File: src/rtl/bytelane_pkg.sv
package bytelane_pkg;
    localparam int WORD_W = 16;
    localparam int BYTE_W = 8;
    localparam int LANES  = WORD_W / BYTE_W;

    typedef logic [WORD_W-1:0] word_t;
    typedef logic [BYTE_W-1:0] byte_t;

    typedef enum logic [1:0] {
        WS_IDLE     = 2'd0,
        WS_READ_OLD = 2'd1,
        WS_MERGE    = 2'd2,
        WS_WRITE    = 2'd3
    } wr_state_e;

    typedef struct packed {
        word_t addr;
        word_t data;
        logic  word_op;
        logic  reg_direct;
    } store_req_t;

    // A register operand used directly always works on its upper byte.
    function automatic logic pick_low_lane(input logic lsb, input logic reg_direct);
        return lsb & ~reg_direct;
    endfunction

    function automatic word_t word_address(input word_t byte_addr);
        return {byte_addr[WORD_W-1:1], 1'b0};
    endfunction
endpackage

File: src/rtl/bl_read_align.sv
module bl_read_align
    import bytelane_pkg::*;
(
    input  word_t bus_word,
    input  logic  lane_lsb,
    input  logic  reg_direct,
    input  logic  word_op,
    output word_t aligned
);
    byte_t picked;

    always_comb begin
        picked = bus_word[WORD_W-1 - int'(lane_lsb)*BYTE_W -: BYTE_W];
        if (word_op || reg_direct) begin
            aligned = bus_word;
        end else begin
            aligned = {picked, {BYTE_W{1'b0}}};
        end
    end
endmodule

File: src/rtl/bl_lane_merge.sv
module bl_lane_merge
    import bytelane_pkg::*;
(
    input  word_t old_word,
    input  word_t src_word,
    input  logic  low_lane,
    output word_t merged
);
    byte_t new_byte;
    assign new_byte = src_word[WORD_W-1 -: BYTE_W];

    for (genvar g = 0; g < LANES; g++) begin : g_lane
        localparam int HI = WORD_W - 1 - g * BYTE_W;
        logic hit;
        assign hit = (int'(low_lane) == g);
        assign merged[HI -: BYTE_W] = hit ? new_byte : old_word[HI -: BYTE_W];
    end
endmodule

File: src/rtl/bl_wr_seq.sv
module bl_wr_seq
    import bytelane_pkg::*;
(
    input  logic       clk,
    input  logic       rst,
    input  logic       req_valid,
    input  store_req_t req_in,
    input  word_t      mem_rdata,
    input  logic       mem_ack,
    input  word_t      merged,
    output store_req_t req_q,
    output word_t      old_q,
    output word_t      mem_addr,
    output logic       mem_rd,
    output logic       mem_wr,
    output word_t      mem_wdata,
    output logic       busy,
    output logic       done
);
    wr_state_e state;
    word_t     wdata_q;

    always_ff @(posedge clk) begin
        if (rst) begin
            state   <= WS_IDLE;
            req_q   <= '0;
            old_q   <= '0;
            wdata_q <= '0;
            done    <= 1'b0;
        end else begin
            done <= 1'b0;
            case (state)
                WS_IDLE: begin
                    if (req_valid) begin
                        req_q <= req_in;
                        if (req_in.word_op) begin
                            wdata_q <= req_in.data;
                            state   <= WS_WRITE;
                        end else begin
                            state <= WS_READ_OLD;
                        end
                    end
                end
                WS_READ_OLD: begin
                    if (mem_ack) begin
                        old_q <= mem_rdata;
                        state <= WS_MERGE;
                    end
                end
                WS_MERGE: begin
                    wdata_q <= merged;
                    state   <= WS_WRITE;
                end
                WS_WRITE: begin
                    if (mem_ack) begin
                        done  <= 1'b1;
                        state <= WS_IDLE;
                    end
                end
                default: state <= WS_IDLE;
            endcase
        end
    end

    assign mem_rd    = (state == WS_READ_OLD);
    assign mem_wr    = (state == WS_WRITE);
    assign mem_addr  = word_address(req_q.addr);
    assign mem_wdata = wdata_q;
    assign busy      = (state != WS_IDLE);


    rd_wr_exclusive_chk: assert property (@(posedge clk) disable iff (rst)
        !(mem_rd && mem_wr));

    even_addr_chk: assert property (@(posedge clk) disable iff (rst)
        (mem_rd || mem_wr) |-> !mem_addr[0]);

    write_after_merge_chk: assert property (@(posedge clk) disable iff (rst)
        ($rose(mem_wr) && !req_q.word_op) |-> ($past(state) == WS_MERGE));

    word_no_read_chk: assert property (@(posedge clk) disable iff (rst)
        (busy && req_q.word_op) |-> !mem_rd);

    ack_ends_busy_chk: assert property (@(posedge clk) disable iff (rst)
        (mem_wr && mem_ack) |=> (!busy && done));

    done_single_chk: assert property (@(posedge clk) disable iff (rst)
        done |=> !done);

    idle_quiet_chk: assert property (@(posedge clk) disable iff (rst)
        !busy |-> (!mem_rd && !mem_wr));
endmodule

File: src/rtl/bytelane_unit.sv
module bytelane_unit
    import bytelane_pkg::*;
(
    input  logic              clk,
    input  logic              rst,
    input  logic              rd_lane_lsb,
    input  logic              rd_reg_direct,
    input  logic              rd_word_op,
    output logic [WORD_W-1:0] rd_aligned,
    input  logic              wr_req,
    input  logic [WORD_W-1:0] wr_addr,
    input  logic [WORD_W-1:0] wr_data,
    input  logic              wr_word_op,
    input  logic              wr_reg_direct,
    output logic              busy,
    output logic              done,
    output logic [WORD_W-1:0] mem_addr,
    output logic              mem_rd,
    output logic              mem_wr,
    output logic [WORD_W-1:0] mem_wdata,
    input  logic [WORD_W-1:0] mem_rdata,
    input  logic              mem_ack
);
    store_req_t req_in;
    store_req_t req_q;
    word_t      old_q;
    word_t      merged;
    logic       low_lane;

    assign req_in = '{addr: wr_addr, data: wr_data,
                      word_op: wr_word_op, reg_direct: wr_reg_direct};

    bl_read_align u_align (
        .bus_word   (mem_rdata),
        .lane_lsb   (rd_lane_lsb),
        .reg_direct (rd_reg_direct),
        .word_op    (rd_word_op),
        .aligned    (rd_aligned)
    );

    assign low_lane = pick_low_lane(req_q.addr[0], req_q.reg_direct);

    bl_lane_merge u_merge (
        .old_word (old_q),
        .src_word (req_q.data),
        .low_lane (low_lane),
        .merged   (merged)
    );

    bl_wr_seq u_seq (
        .clk       (clk),
        .rst       (rst),
        .req_valid (wr_req),
        .req_in    (req_in),
        .mem_rdata (mem_rdata),
        .mem_ack   (mem_ack),
        .merged    (merged),
        .req_q     (req_q),
        .old_q     (old_q),
        .mem_addr  (mem_addr),
        .mem_rd    (mem_rd),
        .mem_wr    (mem_wr),
        .mem_wdata (mem_wdata),
        .busy      (busy),
        .done      (done)
    );


    aligned_low_zero_chk: assert property (@(posedge clk) disable iff (rst)
        (!rd_reg_direct && !rd_word_op) |-> (rd_aligned[BYTE_W-1:0] == '0));

    passthru_chk: assert property (@(posedge clk) disable iff (rst)
        (rd_reg_direct || rd_word_op) |-> (rd_aligned == mem_rdata));
endmodule

File: config.mk
export PLATFORM = sky130hd
export DESIGN_NAME = bytelane_unit
export DESIGN_NICKNAME = d
export VERILOG_FILES = /design/src/rtl/bytelane_pkg.sv /design/src/rtl/bl_read_align.sv /design/src/rtl/bl_lane_merge.sv /design/src/rtl/bl_wr_seq.sv /design/src/rtl/bytelane_unit.sv
export SDC_FILE = /design/constraint.sdc
export NUM_CORES = 1
export LEC_CHECK = 0
export BUFFER_PORTS_ARGS = -buffer_cell sky130_fd_sc_hd__buf_2
export CAP_MARGIN = 10
export CORE_MARGIN = 1
export CORE_UTILIZATION = 40
export DETAILED_ROUTE_END_ITERATION = 12
export PLACE_DENSITY = 0.67
export SLEW_MARGIN = 20
export SYNTH_ARGS = -nofsm -noshare
export SYNTH_HDL_FRONTEND = slang
export SYNTH_SLANG_ARGS = --single-unit
File: constraint.sdc
create_clock -name clk -period 1.7 [get_ports clk]
set_input_delay 0.255 -clock clk [delete_from_list [all_inputs] [get_ports clk]]
set_output_delay 0.255 -clock clk [all_outputs]
set_load 0.01 [all_outputs]
Yosys cells after proc, flatten, opt, wreduce, memory -nomap -nowiden
Cells that the tools add are included.

storage, ports and cells
  input port bits = 57
  register bits = 68
  output and inout bits = 52
  word-level logic and storage cells = 40

operators by class
  add/sub/neg operators = 1
  multiplexer cells = 12
  reduce and logical (&&, ||, !) cells = 9
  shifts and indexed selects = 1
  bitwise logic cells = 3
  equal/unequal tests = 7

operators by type and width
  operator                                                           number
  16-bit 2-to-1 mux                                                  3
  16-bit one-hot mux with 2 select lines                             1
  23-bit by 32-bit indexed part select with 8-bit output             1
  8-bit 2-to-1 mux                                                   2
  2-bit 2-to-1 mux                                                   4
  2-bit one-hot mux with 4 select lines                              1
  3-bit AND reduction                                                2
  4-bit by 4-bit subtractor with 5-bit output, first input constant  1
  2-bit == test, second input constant                               2
  2-bit by 1-bit != test with 1-bit output, second input constant    2
  2-bit != test, second input constant                               2
  2-bit AND reduction                                                2
  2-bit nonzero test                                                 2
  2-bit by 1-bit == test with 1-bit output, second input constant    1
  2-bit logical NOT                                                  1
  1-bit NOT                                                          2
  2-bit OR reduction                                                 1
  1-bit AND                                                          1
  1-bit logical OR                                                   1
  1-bit 2-to-1 mux                                                   1

Depth between registers and ports, before layout
  depth after elaboration = 4
  depth in mapped cells = 7
  mapped depth without buffers = 5

Modules after synthesis
A second synthesis with hierarchy kept.

second synthesis, totals
  cells, all modules = 373
  area, all modules = 3301.9 um^2

modules (own cells, without submodules)
  module         cells each  instances  seq. area each (um^2)  area each (um^2)
  bl_wr_seq      336         1          1381.3                 2876.5
  bl_lane_merge  18          1          0.0                    249.0
  bl_read_align  18          1          0.0                    162.7
  bytelane_unit  1           1          0.0                    13.8

Worst setup path after synthesis
Ideal clock, no wire load.

  path kind = reg-to-reg
  start point = register u_seq.state[0]
  end point = register u_seq.wdata_q[10], in the netlist u_seq.mem_wdata[10]
  stages on the path, launching flop included = 8
  period minus slack after synthesis = 1619 ps
  required time = 1583 ps
  setup slack = 81 ps
  data arrival time = 1502 ps
  path buffers = 2
  setup time = 117 ps
  cell sequence = dfxtp_1 > inv_1 > ha_1 > nand2b_1 > and3b_1 > buf_6 > buf_6 > a22o_1

on the way
  cells in the longest elaborated chain, start to end = 3
  elaborated cells on any way between the ends = 7
  classes of those cells = 3 x eq/ne; 1 x mux; 3 x reduce/logical

ends and longest elaborated chain
  what                                                                  line             text
  start, declared                                                       bl_wr_seq.sv:20  wr_state_e state;
  start signal, assigned                                                bl_wr_seq.sv:25  state <= WS_IDLE;
  start signal, assigned                                                bl_wr_seq.sv:38  state <= WS_WRITE;
  start signal, assigned                                                bl_wr_seq.sv:40  state <= WS_READ_OLD;
  2-bit == test or 2-bit logical NOT (tied branches)                    bl_wr_seq.sv:32  case (state)
  2-bit nonzero test (no source line) or 2-bit != test (tied branches)  n/a
  3-bit AND reduction (no source line)                                  n/a
  end signal, assigned                                                  bl_wr_seq.sv:37  wdata_q <= req_in.data;
  end signal, assigned                                                  bl_wr_seq.sv:51  wdata_q <= merged;
  end, declared                                                         bl_wr_seq.sv:21  word_t wdata_q;

Parallel ways exist; a longest one is shown, timed or not.
A chain may end at the register's enable or synchronous reset.

Final worst setup path
  start point = register u_seq.state[1]
  end point = output busy

on the way
  cells in the longest elaborated chain, start to end = 1

ends and longest elaborated chain
  what                line                 text
  2-bit nonzero test  bl_wr_seq.sv:69      assign busy = (state != WS_IDLE);
  end, declared       bytelane_unit.sv:15  output logic busy,

No other way between the ends.

==> results.json <==
{
  "status": "finished clean",
  "powerDensity_mw_per_mm2": 1270,
  "fp.dieH_um": 86.9,
  "synth_common_cells": "nand2_1, dfxtp_1, a21oi_1",
  "die_area_sq_mm": 0.00754,
  "placed_area_sq_mm": 0.00342,
  "synth_seq_cells": 60,
  "synth_area_leaders": "dfxtp_1, nand2_1, a21oi_1",
  "synth_top_area_share_pct": 41.7,
  "dp.cells": 530,
  "clk_latency_ps": 330,
  "diodes": 0,
  "finalHoldViolCount": 0,
  "grtUsageTotal_pct": 19.4,
  "fin_cells": 546,
  "viasPerCell": 4.95,
  "cp.required_ps": 1440,
  "area_growth_syn_to_layout_pct": 24.5,
  "cts_buffers": 9,
  "switching_power_mw": 1.60,
  "swShare_pct": 35.3,
  "clk_pin_slew_ps": 60,
  "hold_path_class": "input pin to register",
  "synthesis.area_sq_mm": 0.00288,
  "start_util_pct": 41.9,
  "yosysMostFrequentCell": "nand2_1",
  "drc_errors": 0,
  "critical_path_class": "register to primary output",
  "cts_tree": "yes",
  "clock_sinks": 60,
  "fin_area_sq_mm": 0.00358,
  "power_frac_clock_pct": 24.0,
  "cts_max_level": 3,
  "p_seq_share_pct": 40.5,
  "grt_pass1_vias": 2346,
  "place_hpwl_um": 5130,
  "wirelength_met1_um": 3550,
  "p_int_mw": 2.94,
  "ios": 109,
  "vdd_drop_max_uv": 501,
  "endpoint_kind": "primary output",
  "io_buffers": 107,
  "synth-edff-count": 0,
  "finalNetCount": 508,
  "ys_warn_count": 0,
  "r2r_start": "u_seq.state[1]$_SDFFE_PP0P_",
  "synth_largest_area_cell": "dfxtp_1",
  "initialDrtViolationCount": 178,
  "worstPathArrival_ps": 1340,
  "post_cts_buffers": 0,
  "vias": 2701,
  "fin_crit_sh_pct": 94.0,
  "drtAntennaViolNets": 0,
  "holdCritStartpoint": "wr_addr[3]",
  "antenna_found_initial": 0,
  "setup_viol": 0,
  "cts_buffer_depth": 2,
  "synth_fp_nets": 416,
  "coreArea_sq_mm": 0.00687,
  "maxCapViolCount": 0,
  "cp_max_fo": 4,
  "wl_per_cell_um": 13.0,
  "min_period_ps": 1600,
  "wl_um": 7080,
  "startpoint_type": "register",
  "yosysSeqAreaShare_pct": 41.7,
  "synth_flop_cell": "dfxtp_1",
  "dr.pass1.iters": 4,
  "wl_met2_um": 3060,
  "cts-root-buf": "clkbuf_8",
  "finalMaxSlewViolations": 0,
  "highest_layer": "met4",
  "syn_inst": 353,
  "fmax_mhz": 626,
  "crit_path_start": "u_seq.state[1]$_SDFFE_PP0P_",
  "fp-row-count": 30,
  "grt_pass1_wl_um": 11300,
  "drive_above_1_share_pct": 31.3,
  "comb_power_share_pct": 35.6,
  "wl_met3_um": 361,
  "postSynthAreaPerCell_sq_um": 8.16,
  "grt_max_degree": 50,
  "die_w_um": 86.9,
  "rsz0062_at_grt": "false",
  "grt_overflow": 0,
  "p_leak_nw": 1.62,
  "fin_skew_ps": 5.79,
  "place_congestion": 0.761,
  "async_reset_ff_share_pct": 0,
  "fin_setup_tns_ps": 0,
  "ys_types": 26
}
==> worst paths after layout <==
path                            depth (start not counted)  slack (ps)                               end
worst max-delay path                                    5         100                              busy
worst max register to register                          5         130  u_seq.mem_wdata[14]$_SDFFE_PP0P_
worst min-delay path                                    3         150    u_seq.mem_addr[3]$_SDFFE_PP0P_
worst min register to register                          2         450   u_seq.mem_addr[12]$_SDFFE_PP0P_
==> through the flow <==
stage / util [%] / power (mW) / worst slack [ps] / hold slack [ps]
5_1_grt: 52.2 / 4.84 / 30.7 / 155
4_1_cts: 52.1 / 4.56 / 35.0 / 145
2_1_floorplan: - / 2.98 / 81.0 / 378
6_report: 52.2 / 4.54 / 102 / 155
3_3_place_gp: 49.7 / 3.44 / 78.8 / 439
3_5_place_dp: 49.7 / 3.47 / 45.8 / 445
==> per-layer routing <==
metal | GRT usage [%] | up-vias
met3 | 3.98 | 9
met2 | 28.2 | 93
met1 | 28.0 | 1230
li1 | - | 1369
met4 | 7.27 | 0
met5 | 0 | -
==> cells by family after synthesis <==
| family | after synthesis | synth area share, % |
|---|---|---|
| simple gates | 136 | 22.2 |
| compound gates | 79 | 18.4 |
| buf+inv | 62 | 11.5 |
| flops | 60 | 41.7 |
| mux | 9 | 3.48 |
| fa+ha+maj | 6 | 2.61 |
| other cells | 1 | 0.130 |
==> sequential cells by signal (all words and copies together), names as in the netlist <==
signal and cells:
u_seq.mem_addr 15, u_seq.state 2, u_seq.old_q 16, u_seq.mem_wdata 16, u_seq.req_q 10, u_seq.done 1
==> layout make-up <==
cell class / instances / area, sq um
fillers: 680 / 3280
multi-input cells: 231 / 1350
flip-flops and latches: 60 / 1200
repair buffers: 124 / 679
clock buffers: 14 / 153
well taps: 96 / 120
inverters: 19 / 71.3
clock inverters: 2 / 10.0
==> worst max-delay path, stage by stage, from the launching register on <==
cell and delay, ps:
dfxtp_1 370, inv_1 110, ha_1 220, buf_4 150, inv_1 40, buf_2 110
==> power by group through the flow <==
stage	clock network [mW]	logic (mW)	registers, mW
after CTS	1.11	1.61	1.84
after floorplan	0	1.10	1.88
after global placement	0	1.59	1.85
after detailed placement	0	1.61	1.86
after global routing	1.18	1.80	1.87
final	1.09	1.61	1.84
==> cell usage in the layout, fill, tap and decap left out, drive strengths merged, types with 2 or more instances in the layout <==
| cell type | Yosys | layout |
|---|---|---|
| and2 | 3 | 3 |
| a311oi | 2 | 2 |
| nand2b | 2 | 2 |
| o221ai | 16 | 16 |
| mux2 | 8 | 8 |
| dfxtp | 60 | 60 |
| a21oi | 44 | 44 |
| nand4b | 16 | 16 |
| ha | 6 | 6 |
| inv | 19 | 19 |
| clkbuf | 12 | 14 |
| a22o | 16 | 16 |
| nor2b | 9 | 9 |
| clkinv | 0 | 2 |
| nor2 | 3 | 3 |
| nand2 | 101 | 101 |
| buf | 31 | 124 |
==> repair_timing <==
action                                  in CTS  in global routing
resized for setup                            0                  3
hold buffers                                 0                  0
endpoints found under the setup margin       0                 32
(Power assumes the default switching activity.)
